**src/rtl/abr_pkg.sv**
```systemverilog
package abr_pkg;
    typedef enum logic [1:0] {
        REG_CTRL   = 2'd0,
        REG_RELOAD = 2'd1,
        REG_COUNT  = 2'd2,
        REG_STATUS = 2'd3
    } abr_reg_e;
endpackage

```
**src/rtl/abr_wdog.sv**
```systemverilog
module abr_wdog #(
    parameter int CNT_W = 32
) (
    input  logic             clk,
    input  logic             rst_n,
    input  logic             strap,
    input  logic [CNT_W-1:0] load_val,
    input  logic             tick,
    input  logic             disarm,
    output logic             running,
    output logic             armed_at_reset,
    output logic [CNT_W-1:0] count,
    output logic             fire
);
    typedef struct packed {
        logic             en;
        logic             run;
        logic [CNT_W-1:0] cnt;
    } wd_t;

    wd_t wd_d, wd_q;

    always_comb begin
        wd_d = wd_q;
        fire = rst_n && wd_q.run && tick && (wd_q.cnt <= CNT_W'(1));
        if (!rst_n) begin
            wd_d.en  = strap;
            wd_d.run = strap;
            wd_d.cnt = load_val;
        end else if (fire) begin
            wd_d.run = 1'b0;
            wd_d.cnt = '0;
        end else if (disarm) begin
            wd_d.run = 1'b0;
        end else if (wd_q.run && tick) begin
            wd_d.cnt = wd_q.cnt - CNT_W'(1);
        end
    end

    always_ff @(posedge clk) begin
        wd_q <= wd_d;
    end

    assign running        = wd_q.run;
    assign armed_at_reset = wd_q.en;
    assign count          = wd_q.cnt;

    // without a tick, the count does not move
    a_r3_hold_without_tick: assert property (@(posedge clk) disable iff (!rst_n)
        (!tick) |=> (wd_q.cnt == $past(wd_q.cnt)))
        else $error("a_r3_hold_without_tick");

    // once stopped, the watchdog stays stopped until the next reset
    a_r4_stays_stopped: assert property (@(posedge clk) disable iff (!rst_n)
        (!wd_q.run) |=> (!wd_q.run))
        else $error("a_r4_stays_stopped");
endmodule

```
**src/rtl/abr_persist.sv**
```systemverilog
module abr_persist #(
    parameter int             CNT_W      = 32,
    parameter logic [CNT_W-1:0] RELOAD_RST = CNT_W'(1000)
) (
    input  logic             clk,
    input  logic             por_n,
    input  logic             fire,
    input  logic             wd_running,
    input  logic             reload_we,
    input  logic [CNT_W-1:0] reload_wdata,
    output logic             swap,
    output logic [CNT_W-1:0] reload
);
    typedef struct packed {
        logic             swap;
        logic [CNT_W-1:0] reload;
    } keep_t;

    keep_t kp_d, kp_q;

    always_comb begin
        kp_d = kp_q;
        if (!por_n) begin
            kp_d.swap   = 1'b0;
            kp_d.reload = RELOAD_RST;
        end else begin
            if (fire) begin
                kp_d.swap = ~kp_q.swap;
            end
            if (reload_we && !wd_running) begin
                kp_d.reload = reload_wdata;
            end
        end
    end

    always_ff @(posedge clk) begin
        kp_q <= kp_d;
    end

    assign swap   = kp_q.swap;
    assign reload = kp_q.reload;

    // the swap flag moves only on an expiry
    a_r7_swap_holds: assert property (@(posedge clk) disable iff (!por_n)
        (!fire) |=> $stable(kp_q.swap))
        else $error("a_r7_swap_holds");

    // a reload write while running leaves the value unchanged
    a_r8_reload_frozen: assert property (@(posedge clk) disable iff (!por_n)
        (reload_we && wd_running) |=> $stable(kp_q.reload))
        else $error("a_r8_reload_frozen");
endmodule

```
**src/rtl/alt_boot_sup.sv**
```systemverilog
module alt_boot_sup #(
    parameter int             CNT_W      = 32,
    parameter logic [CNT_W-1:0] RELOAD_RST = CNT_W'(1000)
) (
    input  logic             clk,
    input  logic             por_n,
    input  logic             sys_rst_n,
    input  logic             strap_en,
    input  logic             tick_en,
    input  logic             reg_we,
    input  logic [1:0]       reg_addr,
    input  logic [CNT_W-1:0] reg_wdata,
    output logic [CNT_W-1:0] reg_rdata,
    output logic             sys_rst_req,
    output logic             cs0_dev,
    output logic             cs1_dev
);
    import abr_pkg::*;

    typedef struct packed {
        logic req;
    } top_t;

    logic             rst_any_n;
    logic             wd_run, wd_en, wd_fire, swap;
    logic [CNT_W-1:0] wd_cnt, reload;
    logic             disarm, reload_we;
    abr_reg_e         sel;
    top_t             top_d, top_q;

    assign rst_any_n = por_n && sys_rst_n;
    assign sel       = abr_reg_e'(reg_addr);
    assign disarm    = reg_we && (sel == REG_CTRL) && !reg_wdata[0];
    assign reload_we = reg_we && (sel == REG_RELOAD);

    abr_wdog #(.CNT_W(CNT_W)) u_wdog (
        .clk            (clk),
        .rst_n          (rst_any_n),
        .strap          (strap_en),
        .load_val       (reload),
        .tick           (tick_en),
        .disarm         (disarm),
        .running        (wd_run),
        .armed_at_reset (wd_en),
        .count          (wd_cnt),
        .fire           (wd_fire)
    );

    abr_persist #(.CNT_W(CNT_W), .RELOAD_RST(RELOAD_RST)) u_persist (
        .clk          (clk),
        .por_n        (por_n),
        .fire         (wd_fire),
        .wd_running   (wd_run),
        .reload_we    (reload_we),
        .reload_wdata (reg_wdata),
        .swap         (swap),
        .reload       (reload)
    );

    always_comb begin
        top_d = top_q;
        if (!rst_any_n) begin
            top_d.req = 1'b0;
        end else if (wd_fire) begin
            top_d.req = 1'b1;
        end
    end

    always_ff @(posedge clk) begin
        top_q <= top_d;
    end

    always_comb begin
        case (sel)
            REG_CTRL:   reg_rdata = CNT_W'(wd_run);
            REG_RELOAD: reg_rdata = reload;
            REG_COUNT:  reg_rdata = wd_cnt;
            default:    reg_rdata = CNT_W'({wd_en, swap});
        endcase
    end

    assign sys_rst_req = top_q.req;
    assign cs0_dev     = swap;
    assign cs1_dev     = ~swap;

    // the request stays high until a reset
    a_r5_req_held: assert property (@(posedge clk) disable iff (!rst_any_n)
        sys_rst_req |=> sys_rst_req)
        else $error("a_r5_req_held");

    // a stopped watchdog raises no new request
    a_r4_quiet_when_stopped: assert property (@(posedge clk) disable iff (!rst_any_n)
        (!wd_run && !sys_rst_req) |=> !sys_rst_req)
        else $error("a_r4_quiet_when_stopped");

    // a new request comes with an exchanged chip-select mapping
    a_r6_swap_with_req: assert property (@(posedge clk) disable iff (!rst_any_n)
        $rose(sys_rst_req) |-> (cs0_dev != $past(cs0_dev)))
        else $error("a_r6_swap_with_req");

    // a running count only moves downward
    a_r3_count_down: assert property (@(posedge clk) disable iff (!rst_any_n)
        wd_run |=> (wd_cnt <= $past(wd_cnt)))
        else $error("a_r3_count_down");
endmodule

```
**config.mk**
```make
export PLATFORM = sky130hd
export DESIGN_NAME = alt_boot_sup
export DESIGN_NICKNAME = d
export VERILOG_FILES = /design/src/rtl/abr_pkg.sv /design/src/rtl/abr_wdog.sv /design/src/rtl/abr_persist.sv /design/src/rtl/alt_boot_sup.sv
export SDC_FILE = /design/constraint.sdc
export NUM_CORES = 1
export LEC_CHECK = 0
export ABC_AREA = 1
export BUFFER_PORTS_ARGS = -buffer_cell sky130_fd_sc_hd__buf_2
export CORE_MARGIN = 1
export CORE_UTILIZATION = 23
export DETAILED_ROUTE_END_ITERATION = 16
export PLACE_DENSITY_LB_ADDON = 0.2
export SYNTH_ARGS = -nofsm -noshare
export SYNTH_HDL_FRONTEND = slang
export SYNTH_HIERARCHICAL = 1
export SYNTH_SLANG_ARGS = --single-unit
```
**constraint.sdc**
```tcl
create_clock -name clk -period 9.2 [get_ports clk]
set_input_delay 1.84 -clock clk [delete_from_list [all_inputs] [get_ports clk]]
set_output_delay 1.84 -clock clk [all_outputs]
set_load 0.1 [all_outputs]
```
==> out/qor.yml <==
outcome: "completed"
finalSetupViolations: 0
leakage_nw: 2.40
period_needed_ns: 5.24
power_density_nw_per_um2: 184
hold_viol_final: 0
fin_cells: 928
grt_pass1_vias: 3862
clk_latency_ns: 0.34
final_common_cell: "nand2_1"
ir_drop_v: 0.0000834
crit_fanout: 31
cts_setup_buffers: 0
hpwlAfterDp_mm: 10.1
maxCapViolCount: 0
arrival_ns: 3.40
critPathLaunchType: "primary input"
maxSlewHeadroom: 0.415
hold_class: "reg -> reg"
cts.repair.resized: 0
antenna_left: 0
die_h_um: 139
root_buffer: "clkbuf_16"
placedCellCount: 912
ctsHoldBuffers: 0
ys_ff_latch: 68
crit_type: "in -> out"
synth_warnings: 6
fin_setup_tns_ns: 0
cts_tree: "yes"
grt-ovfl-total: 0
htreeDepth: 3
postSynthAreaPerCell_sq_um: 6.87
rrSetupSlack_ns: 6.56
die-area_sq_um: 19400
dieWidth_um: 139
hold_ws_ns: 0.473
ff2ff_path_depth: 9
clk_pin_slew_ns: 0.05
yosysUniqueCellTypes: 29
drt_iter0_markers: 195
start_util: 0.238
synth.net_count: 673
row_count: 49
final_cell_mix: "228 x nand2_1, 114 x nor2_1, 74 x buf_2"
drv_slew: 0
num-fill-cells: 2049
final_net_count: 736
n_antenna_cell: 0
drc: 0
io_buffers: 74
wl_per_cell_um: 14.3
ys_seq_area_frac: 0.392
required_ns: 7.36
startpoint: "reg_addr[1]"
ioPinCount: 75
area_growth_pct: 18.3
cts_buffers: 9
track_usage: 0.143
fin_worst_skew_ns: 0.00948
core_sq_um: 18200
netlist_instances: 631
drt_wl_total_mm: 13.3
drt_first_pass_iters: 4
drive_gt1_frac: 0.192
grt_max_degree: 35
finalCritPeriodShare: 0.569
routabilityCongestion: 0.851
num_vias: 3959
antenna_found_initial: 1
syn_area_sq_um: 4340
min_from: "sys_rst_req$_SDFFE_PN0P_"
max_freq_mhz: 191
regToRegStartpoint: "u_wdog/count[0]$_DFFE_PP_"
worst_r2r_endpoint: "u_wdog/count[21]$_DFFE_PP_"
vias_per_cell: 4.27
grt_pass1_wl_mm: 21.4
cts.sinks: 68
setup.worst_path.end_class: "primary output"
worst_slew_pin_slew_ns: 0.878
crit_end: "reg_rdata[30]"
rsz0062_at_grt: "no"
clk_path_buf_depth: 2
==> worst max-delay path: stages <==
cell     delay (ns)
buf_2          0.15
inv_2          0.08
nor2_4         0.61
nand2_1        0.13
nand2_1        0.13
buf_2          0.43
==> layout make-up <==
cell class | instances | area (sq um) | area share
inverters | 52 | 195 | 0.0380
multi-input cells | 486 | 2240 | 0.436
well taps | 229 | 287 | 0.0558
repair buffers | 77 | 393 | 0.0765
flip-flops and latches | 68 | 1700 | 0.332
clock inverters | 7 | 91.3 | 0.0178
clock buffers | 9 | 225 | 0.0439
==> cell usage after synthesis (all sizes together) <==
cell	count	area, sq um
nand2	233	887
nor2	126	542
nand3	69	370
inv	51	191
dfxtp	34	681
edfxtp	34	1020
o21ai	26	171
buf	21	190
xor2	10	87.6
xnor2	8	70.1
clkbuf	4	15.0
nand4	4	25.0
o21bai	3	22.5
ha	2	25.0
and3	1	7.51
clkinv	1	3.75
nor3	1	5.00
nor4b	1	8.76
or2	1	6.26
or3	1	7.51
==> layer usage <==
layer	part of all wire	wire length (um)	up-vias	track usage
li1	-	-	2114	-
met5	0	0	-	0
met2	0.46	6070	62	0.231
met4	0.011	146	0	0.0421
met3	0.041	547	12	0.0275
met1	0.49	6510	1771	0.193
==> logic make-up (layout without fill, tap and decap cells) <==
logic type | count (synthesis) | in the layout | synth area share
simple gates | 437 | 437 | 0.429
fa+ha+maj | 2 | 2 | 0.00577
xor+xnor | 18 | 18 | 0.0363
flops | 68 | 68 | 0.392
buf+inv | 77 | 145 | 0.0923
compound gates | 29 | 29 | 0.0447
==> where the power goes <==
group	leakage (nW)	internal [mW]	switching, mW
clock network	0.155	0.236	0.133
registers	0.644	0.344	0.0279
logic	1.60	0.0502	0.155
==> sequential cells by signal (all words and copies together), names as in the netlist <==
name,cells
sys_rst_req,1
u_persist/reload,32
u_persist/swap,1
u_wdog/armed_at_reset,1
u_wdog/count,32
u_wdog/running,1
==> worst min-delay path by stage <==
stage	to	slack, ns	cells after the start
6_report	sys_rst_req$_SDFFE_PN0P_	0.47	2
5_1_grt	u_persist/reload[5]$_SDFFE_PN1P_	0.50	2
4_1_cts	sys_rst_req$_SDFFE_PN0P_	0.48	2
3_5_place_dp	sys_rst_req$_SDFFE_PN0P_	0.47	2
3_3_place_gp	sys_rst_req$_SDFFE_PN0P_	0.46	2
2_1_floorplan	u_persist/reload[3]$_SDFFE_PN1P_	0.45	2
==> metrics by stage <==
| stage | worst slack [ns] | power (mW) | utilization | instance area, sq um |
|---|---|---|---|---|
| detailed placement | 3.92 | 0.586 | 0.264 | 4820 |
| global placement | 3.92 | 0.586 | 0.264 | 4820 |
| floorplan | 4.44 | 0.538 | - | 4340 |
| finish | 3.96 | 0.946 | 0.282 | 5130 |
| CTS | 3.92 | 0.957 | 0.282 | 5130 |
| global route | 3.77 | 0.993 | 0.282 | 5130 |
Power figures use the tool's default switching activity.
